File: src/rtl/chop_pkg.sv
package chop_pkg;

    typedef enum logic [2:0] {
        ST_IDLE,
        ST_FILL,
        ST_ADDR,
        ST_DRAIN,
        ST_RESP
    } chop_state_e;

endpackage

File: src/rtl/chop_planner.sv
// Length of the next sub-burst: the smaller of the beats left before the
// next aligned boundary and the beats still owed for the whole burst.
module chop_planner #(
    parameter int ADDR_W   = 32,
    parameter int BEAT_LSB = 2,
    parameter int SUB_W    = 4,
    parameter int REM_W    = 9
) (
    input  logic [ADDR_W-1:0] addr,
    input  logic [REM_W-1:0]  remain,
    output logic [SUB_W:0]    len
);
    localparam int SUB_MAX = 1 << SUB_W;

    logic [SUB_W-1:0] slot;
    logic [SUB_W:0]   room;

    always_comb begin
        slot = addr[BEAT_LSB+SUB_W-1:BEAT_LSB];
        room = (SUB_W+1)'(SUB_MAX) - {1'b0, slot};
        if (remain < REM_W'(room)) begin
            len = remain[SUB_W:0];
        end else begin
            len = room;
        end
    end
endmodule

File: src/rtl/chop_beat_buf.sv
module chop_beat_buf #(
    parameter int DATA_W = 32,
    parameter int DEPTH  = 16,
    localparam int PTR_W = $clog2(DEPTH)
) (
    input  logic              clk,
    input  logic              rst_n,
    input  logic              push,
    input  logic [DATA_W-1:0] din,
    input  logic              pop,
    output logic [DATA_W-1:0] dout,
    output logic [PTR_W:0]    count
);
    typedef struct packed {
        logic [PTR_W-1:0] wr;
        logic [PTR_W-1:0] rd;
        logic [PTR_W:0]   cnt;
    } buf_t;

    buf_t buf_d, buf_q;
    logic [DATA_W-1:0] mem [DEPTH];

    function automatic logic [PTR_W-1:0] bump(input logic [PTR_W-1:0] p);
        return (p == PTR_W'(DEPTH - 1)) ? '0 : p + 1'b1;
    endfunction

    always_comb begin
        buf_d = buf_q;
        if (push) begin
            buf_d.wr = bump(buf_q.wr);
        end
        if (pop) begin
            buf_d.rd = bump(buf_q.rd);
        end
        if (push && !pop) begin
            buf_d.cnt = buf_q.cnt + 1'b1;
        end else if (pop && !push) begin
            buf_d.cnt = buf_q.cnt - 1'b1;
        end
    end

    always_ff @(posedge clk) begin
        if (!rst_n) begin
            buf_q <= '0;
        end else begin
            buf_q <= buf_d;
        end
    end

    always_ff @(posedge clk) begin
        if (push) begin
            mem[buf_q.wr] <= din;
        end
    end

    assign dout  = mem[buf_q.rd];
    assign count = buf_q.cnt;


    no_overflow_chk: assert property (@(posedge clk) disable iff (!rst_n)
        push |-> (buf_q.cnt < (PTR_W+1)'(DEPTH)));


    no_underflow_chk: assert property (@(posedge clk) disable iff (!rst_n)
        pop |-> (buf_q.cnt != '0));
endmodule

File: src/rtl/chop_resp_merge.sv
module chop_resp_merge #(
    parameter int CNT_W = 6
) (
    input  logic       clk,
    input  logic       rst_n,
    input  logic       clear,
    input  logic       issue,
    input  logic       b_fire,
    input  logic [1:0] b_resp,
    output logic       done,
    output logic [1:0] worst
);
    typedef struct packed {
        logic [CNT_W-1:0] pending;
        logic [1:0]       worst;
    } mrg_t;

    mrg_t mrg_d, mrg_q;

    always_comb begin
        mrg_d = mrg_q;
        if (clear) begin
            mrg_d = '0;
        end else begin
            if (issue && !b_fire) begin
                mrg_d.pending = mrg_q.pending + 1'b1;
            end else if (b_fire && !issue) begin
                mrg_d.pending = mrg_q.pending - 1'b1;
            end
            if (b_fire && (b_resp > mrg_q.worst)) begin
                mrg_d.worst = b_resp;
            end
        end
    end

    always_ff @(posedge clk) begin
        if (!rst_n) begin
            mrg_q <= '0;
        end else begin
            mrg_q <= mrg_d;
        end
    end

    assign done  = (mrg_q.pending == '0);
    assign worst = mrg_q.worst;


    resp_underflow_chk: assert property (@(posedge clk) disable iff (!rst_n)
        b_fire |-> (mrg_q.pending != '0));
endmodule

File: src/rtl/burst_chopper.sv
module burst_chopper
    import chop_pkg::*;
#(
    parameter int ADDR_W  = 32,
    parameter int DATA_W  = 32,
    parameter int LEN_W   = 8,
    parameter int MAX_SUB = 16
) (
    input  logic              clk,
    input  logic              rst_n,
    input  logic              s_awvalid,
    output logic              s_awready,
    input  logic [ADDR_W-1:0] s_awaddr,
    input  logic [LEN_W-1:0]  s_awlen,
    input  logic              s_wvalid,
    output logic              s_wready,
    input  logic [DATA_W-1:0] s_wdata,
    output logic              s_bvalid,
    input  logic              s_bready,
    output logic [1:0]        s_bresp,
    output logic              m_awvalid,
    input  logic              m_awready,
    output logic [ADDR_W-1:0] m_awaddr,
    output logic [LEN_W-1:0]  m_awlen,
    output logic              m_wvalid,
    input  logic              m_wready,
    output logic [DATA_W-1:0] m_wdata,
    output logic              m_wlast,
    input  logic              m_bvalid,
    output logic              m_bready,
    input  logic [1:0]        m_bresp
);
    localparam int SUB_W    = $clog2(MAX_SUB);
    localparam int REM_W    = LEN_W + 1;
    localparam int BEAT_LSB = $clog2(DATA_W / 8);
    localparam int CNT_W    = $clog2(((1 << LEN_W) / MAX_SUB) + 2) + 1;

    typedef struct packed {
        chop_state_e       state;
        logic [ADDR_W-1:0] addr;
        logic [REM_W-1:0]  remain;
        logic [SUB_W:0]    sub_len;
        logic [SUB_W:0]    cnt;
    } ctl_t;

    ctl_t ctl_d, ctl_q;

    logic [ADDR_W-1:0] nxt_addr, plan_addr;
    logic [REM_W-1:0]  nxt_rem, plan_rem;
    logic [SUB_W:0]    plan_len;
    logic [SUB_W:0]    buf_count;
    logic [DATA_W-1:0] buf_dout;
    logic              w_push, w_pop, aw_take, aw_issue, b_fire;
    logic              resp_done;
    logic [1:0]        resp_worst;

    // Where the following sub-burst starts and how much is left after it.
    assign nxt_addr  = ctl_q.addr + (ADDR_W'(ctl_q.sub_len) << BEAT_LSB);
    assign nxt_rem   = ctl_q.remain - REM_W'(ctl_q.sub_len);
    assign plan_addr = (ctl_q.state == ST_IDLE) ? s_awaddr : nxt_addr;
    assign plan_rem  = (ctl_q.state == ST_IDLE) ? (REM_W'(s_awlen) + 1'b1) : nxt_rem;

    chop_planner #(
        .ADDR_W  (ADDR_W),
        .BEAT_LSB(BEAT_LSB),
        .SUB_W   (SUB_W),
        .REM_W   (REM_W)
    ) u_planner (
        .addr  (plan_addr),
        .remain(plan_rem),
        .len   (plan_len)
    );

    chop_beat_buf #(
        .DATA_W(DATA_W),
        .DEPTH (MAX_SUB)
    ) u_buf (
        .clk  (clk),
        .rst_n(rst_n),
        .push (w_push),
        .din  (s_wdata),
        .pop  (w_pop),
        .dout (buf_dout),
        .count(buf_count)
    );

    chop_resp_merge #(
        .CNT_W(CNT_W)
    ) u_merge (
        .clk   (clk),
        .rst_n (rst_n),
        .clear (aw_take),
        .issue (aw_issue),
        .b_fire(b_fire),
        .b_resp(m_bresp),
        .done  (resp_done),
        .worst (resp_worst)
    );

    assign s_awready = (ctl_q.state == ST_IDLE);
    assign s_wready  = (ctl_q.state == ST_FILL);
    assign m_awvalid = (ctl_q.state == ST_ADDR);
    assign m_awaddr  = ctl_q.addr;
    assign m_awlen   = LEN_W'(ctl_q.sub_len - 1'b1);
    assign m_wvalid  = (ctl_q.state == ST_DRAIN);
    assign m_wdata   = buf_dout;
    assign m_wlast   = (ctl_q.state == ST_DRAIN) && (ctl_q.cnt == ctl_q.sub_len - 1'b1);
    assign m_bready  = 1'b1;
    assign s_bvalid  = (ctl_q.state == ST_RESP) && resp_done;
    assign s_bresp   = resp_worst;

    assign aw_take  = s_awvalid && s_awready;
    assign w_push   = s_wvalid && s_wready;
    assign w_pop    = m_wvalid && m_wready;
    assign aw_issue = m_awvalid && m_awready;
    assign b_fire   = m_bvalid && m_bready;

    always_comb begin
        ctl_d = ctl_q;
        unique case (ctl_q.state)
            ST_IDLE: begin
                if (s_awvalid) begin
                    ctl_d.addr    = s_awaddr;
                    ctl_d.remain  = plan_rem;
                    ctl_d.sub_len = plan_len;
                    ctl_d.cnt     = '0;
                    ctl_d.state   = ST_FILL;
                end
            end
            ST_FILL: begin
                if (w_push) begin
                    if (ctl_q.cnt + 1'b1 == ctl_q.sub_len) begin
                        ctl_d.cnt   = '0;
                        ctl_d.state = ST_ADDR;
                    end else begin
                        ctl_d.cnt = ctl_q.cnt + 1'b1;
                    end
                end
            end
            ST_ADDR: begin
                if (m_awready) begin
                    ctl_d.state = ST_DRAIN;
                end
            end
            ST_DRAIN: begin
                if (w_pop) begin
                    if (m_wlast) begin
                        ctl_d.addr    = nxt_addr;
                        ctl_d.remain  = nxt_rem;
                        ctl_d.sub_len = plan_len;
                        ctl_d.cnt     = '0;
                        ctl_d.state   = (nxt_rem == '0) ? ST_RESP : ST_FILL;
                    end else begin
                        ctl_d.cnt = ctl_q.cnt + 1'b1;
                    end
                end
            end
            ST_RESP: begin
                if (s_bvalid && s_bready) begin
                    ctl_d.state = ST_IDLE;
                end
            end
            default: ctl_d.state = ST_IDLE;
        endcase
    end

    always_ff @(posedge clk) begin
        if (!rst_n) begin
            ctl_q <= '0;
        end else begin
            ctl_q <= ctl_d;
        end
    end


    sub_len_cap_chk: assert property (@(posedge clk) disable iff (!rst_n)
        m_awvalid |-> (m_awlen < LEN_W'(MAX_SUB)));


    boundary_chk: assert property (@(posedge clk) disable iff (!rst_n)
        m_awvalid |-> ((REM_W'(m_awaddr[BEAT_LSB+SUB_W-1:BEAT_LSB]) + REM_W'(m_awlen))
                       < REM_W'(MAX_SUB)));


    data_held_chk: assert property (@(posedge clk) disable iff (!rst_n)
        m_awvalid |-> (REM_W'(buf_count) == REM_W'(m_awlen) + 1'b1));


    drained_chk: assert property (@(posedge clk) disable iff (!rst_n)
        (m_wvalid && m_wready && m_wlast) |=> (buf_count == '0));


    aw_hold_chk: assert property (@(posedge clk) disable iff (!rst_n)
        (m_awvalid && !m_awready) |=> (m_awvalid && $stable(m_awaddr) && $stable(m_awlen)));
endmodule

File: config.mk
export PLATFORM = sky130hd
export DESIGN_NAME = burst_chopper
export DESIGN_NICKNAME = d
export VERILOG_FILES = /design/src/rtl/chop_pkg.sv /design/src/rtl/chop_planner.sv /design/src/rtl/chop_beat_buf.sv /design/src/rtl/chop_resp_merge.sv /design/src/rtl/burst_chopper.sv
export SDC_FILE = /design/constraint.sdc
export NUM_CORES = 1
export LEC_CHECK = 0
export BUFFER_PORTS_ARGS = -buffer_cell sky130_fd_sc_hd__buf_2
export CORE_MARGIN = 4
export CORE_UTILIZATION = 25
export DETAILED_ROUTE_END_ITERATION = 12
export PLACE_DENSITY = 0.45
export SYNTH_ARGS = -nofsm -noshare
export SYNTH_HDL_FRONTEND = slang
export SYNTH_SLANG_ARGS = --single-unit
File: constraint.sdc
create_clock -name clk -period 4.7 [get_ports clk]
set_input_delay 0.94 -clock clk [delete_from_list [all_inputs] [get_ports clk]]
set_output_delay 0.94 -clock clk [all_outputs]
set_load 0.01 [all_outputs]
==> results.json <==
{
  "outcome": "finished, final reports clean",
  "route.detailed.wl_per_inst_um": 22.33,
  "cts_max_level": 3,
  "internal_power_mw": 10.27,
  "detail_route.first_pass.iterations": 5,
  "hold_path.class": "flop to flop",
  "yosysUniqueCellTypes": 74,
  "worst_pin_slew_ns": 0.8983,
  "grt_pass1_vias": 14440,
  "crit_slowest_cell": "dfxtp_4",
  "synth_nets": 1549,
  "syn2layout_area_growth_pct": 19.33,
  "overflow_left_after_global_routing": 0,
  "slowest_delay_ns": 0.78,
  "power.ir.vdd_worst_mv": 0.3072,
  "critical-path-top-cell-by-count": "mux4_2",
  "portion_of_total_power_attributed_to_sequential_cells_pct": 42.4,
  "synth.avg_cell_area_um2": 17.14,
  "synth_seq_area_share_pct": 68.59,
  "tritoncts.num_buffers": 71,
  "placed_cells": 2798,
  "drt_wl_total_um": 65440,
  "synth_edf_count": 512,
  "crit_path_cell_trace": "buf_12, mux4_2, mux4_2, buf_2",
  "timing_hold_violations_final": 0,
  "clkTransAtPathRegs_ns": 0.05,
  "fillCellCount": 9578,
  "fraction_of_final_layout_cells_sized_beyond_drive_strength_1_pct": 29.98,
  "cap_viol_max_count": 0,
  "synth_seq_cells": 586,
  "synth_most_common_cell": "edfxtp_1",
  "timing.setup.tns_ns": 0,
  "synthDominantCellAreaShare_pct": 62.57,
  "power_switching_mw": 4.230,
  "ys_async_sr_fraction_pct": 0,
  "multi_input_gate_area_in_the_final_layout_mm2": 0.007138,
  "core_region_area_mm2": 0.09714,
  "number_of_buffer_cells_added_on_primary_ports": 161,
  "post_cts_resize_count": 0,
  "seqCellArea_mm2": 0.01687,
  "viasPerCell": 4.654,
  "place_area_mm2": 0.02703,
  "cp_max_fo": 26,
  "power.leakage_nw": 9.405,
  "syn-cell-area_mm2": 0.02457,
  "yosysWarningCount": 0,
  "layoutNonFillerInstCount": 2931,
  "drtAntennaViolNets": 0,
  "synth.area.top_cells": "edfxtp_1 (63%), mux4_2 (15%), dfxtp_1 (6.0%)",
  "cp-start-kind": "flop",
  "worst_slew_margin_rel_pct": 40.12,
  "cts-root-buf": "clkbuf_16",
  "routabilityCongestion": 0.7967,
  "fmax_mhz": 253.1,
  "synthDominantAreaCellType": "edfxtp_1",
  "start_util_pct": 25.30,
  "post-dp-hpwl_um": 38170,
  "boundaryPins": 163,
  "fp.dieH_um": 321.5,
  "post-route-period-util_pct": 84.06,
  "postLayoutCellArea_mm2": 0.02932,
  "rsz0062_at_grt": "no",
  "comb_power_share_pct": 20.8,
  "final_period_minus_worst_setup_slack_ns": 3.951,
  "drc": 0,
  "die_x_um": 321.5,
  "power_per_cell_area_mw_per_mm2": 494.5,
  "clock_power_share_pct": 36.8,
  "routed-via-count": 13640,
  "worstPathRequired_ns": 3.76,
  "crit_type": "flop to primary output",
  "cp-end-kind": "primary output",
  "grt_antenna_before_repair": 5,
  "cts_sinks": 586,
  "ff2ff_setup_slack_ns": 0.83,
  "cts_tree": "done",
  "die_area_mm2": 0.1034,
  "post_synth_most_frequent_cells": "edfxtp_1 (512), mux4_2 (160), nand2_1 (82), nor2_1 (76), dfxtp_1 (74)",
  "most_used_flip_flop_cell_after_synthesis": "edfxtp_1",
  "holdBufCountCts": 0,
  "synth_cells": 1434,
  "final_max_slew_viol_count": 0,
  "grtUsageTotal_pct": 12.59,
  "nNetsFinal": 1710,
  "pin_count_of_the_biggest_net_entering_global_routing": 65,
  "switching_share_pct": 29.17,
  "clock_path_buffers": 3,
  "crit_arrival_ns": 3.01,
  "count_of_final_setup_violators": 0,
  "fin_worst_skew_ns": 0.02739,
  "layout.core_utilization_pct": 30.19,
  "count_of_standard_cell_rows": 114,
  "first_iter_violations": 1001,
  "clock_insertion_delay_worst_skew_ns": 0.61,
  "buffer_count_from_post_cts_setup_fixing": 0,
  "grt_pass1_wl_um": 96560
}
-- placed cells by master, fill, tap and decap left out, types with 8 or more instances in the layout --
cell         n
mux2i_1      8
buf_2      161
clkinv_2    14
dfxtp_1     70
and3_1      17
clkbuf_16   72
xnor2_1     18
mux4_2     160
a21oi_1     68
nand2_1     82
ha_1        30
buf_4       21
o21ai_0     35
inv_1       27
buf_12      18
nand3_1     26
clkbuf_1    15
xor2_1      11
nor2_1      64
edfxtp_1   512
nor3_1      13
clkinv_1    11
o22ai_1      8
o31ai_1      9
a31oi_1     13
a211oi_1    17
nor2b_1      9
nor2_4      12
-- layout make-up --
class	instances	share of cell area (%)
Multi-Input combinational cell	708	24.34
Clock buffer	90	6.477
Timing Repair Buffer	200	4.514
Sequential cell	586	57.53
Clock inverter	39	1.301
Tap cell	1276	5.445
Antenna cell	4	0.03414
Inverter	28	0.3584
-- worst max-delay path, delay by kind of cell (launching register included) --
kind | cells | cell delay [ns]
mux | 2 | 1.07
flops | 1 | 0.78
buf+inv | 2 | 0.50
-- flip-flops by register name, summed over array words and instances (netlist names), named ones only --
register / flops
u_buf.mem: 512
m_awaddr: 32
ctl_q: 22
u_buf.buf_q: 8
u_merge.mrg_q: 6
u_merge.worst: 2
-- cell families (layout without fill, tap and decap cells) --
| kind of cell | Yosys count | after routing | synth area share, % |
|---|---|---|---|
| multiplexers | 169 | 169 | 15.04 |
| AND/OR/NAND/NOR | 266 | 266 | 5.137 |
| buffers and inverters | 140 | 357 | 2.805 |
| AO/OA/AOI/OAI | 209 | 209 | 5.540 |
| XOR/XNOR | 30 | 30 | 1.100 |
| adder cells (fa/ha/maj) | 33 | 33 | 1.772 |
| other | 1 | 5 | 0.01526 |
| flip-flops | 586 | 586 | 68.59 |
-- per-layer routing --
layer  global-route usage [%]  vias to the layer above  part of all wire [%]
li1                         -                     6064                     -
met1                    16.19                     7116                    43
met2                    21.31                      379                    50
met3                    3.349                       80                   6.0
met4                    2.938                        2                   1.8
met5                        0                        -                 0.011
-- power groups by stage --
stage / sequential [mW] / combinational (mW) / clock, mW
final: 6.15 / 3.02 / 5.33
after global routing: 6.19 / 3.36 / 5.75
after CTS: 6.16 / 3.06 / 5.51
after detailed placement: 6.26 / 3.04 / 0
after global placement: 6.25 / 3.03 / 0
after floorplan: 6.15 / 2.28 / 0
-- final timing paths --
kind	start	endpoint	depth (start not counted)
max reg2reg	ctl_q[5]$_SDFFE_PN0P_	ctl_q[8]$_SDFFE_PN0P_	16
min reg2reg	m_awaddr[0]$_SDFFE_PN0P_	m_awaddr[0]$_SDFFE_PN0P_	2
max	flop	m_wdata[14]	4
min	m_awaddr[0]$_SDFFE_PN0P_	m_awaddr[0]$_SDFFE_PN0P_	2
-- stage by stage --
step | hold WS [ns] | total power [mW] | setup WS (ns)
after floorplan | 0.4363 | 8.427 | 0.3844
after global placement | 0.4439 | 9.282 | 0.9024
after detailed placement | 0.4476 | 9.300 | 0.8630
after CTS | 0.4561 | 14.72 | 0.6098
after global routing | 0.4851 | 15.30 | 0.4286
final | 0.4579 | 14.50 | 0.7492
Power figures use the tool's default switching activity.
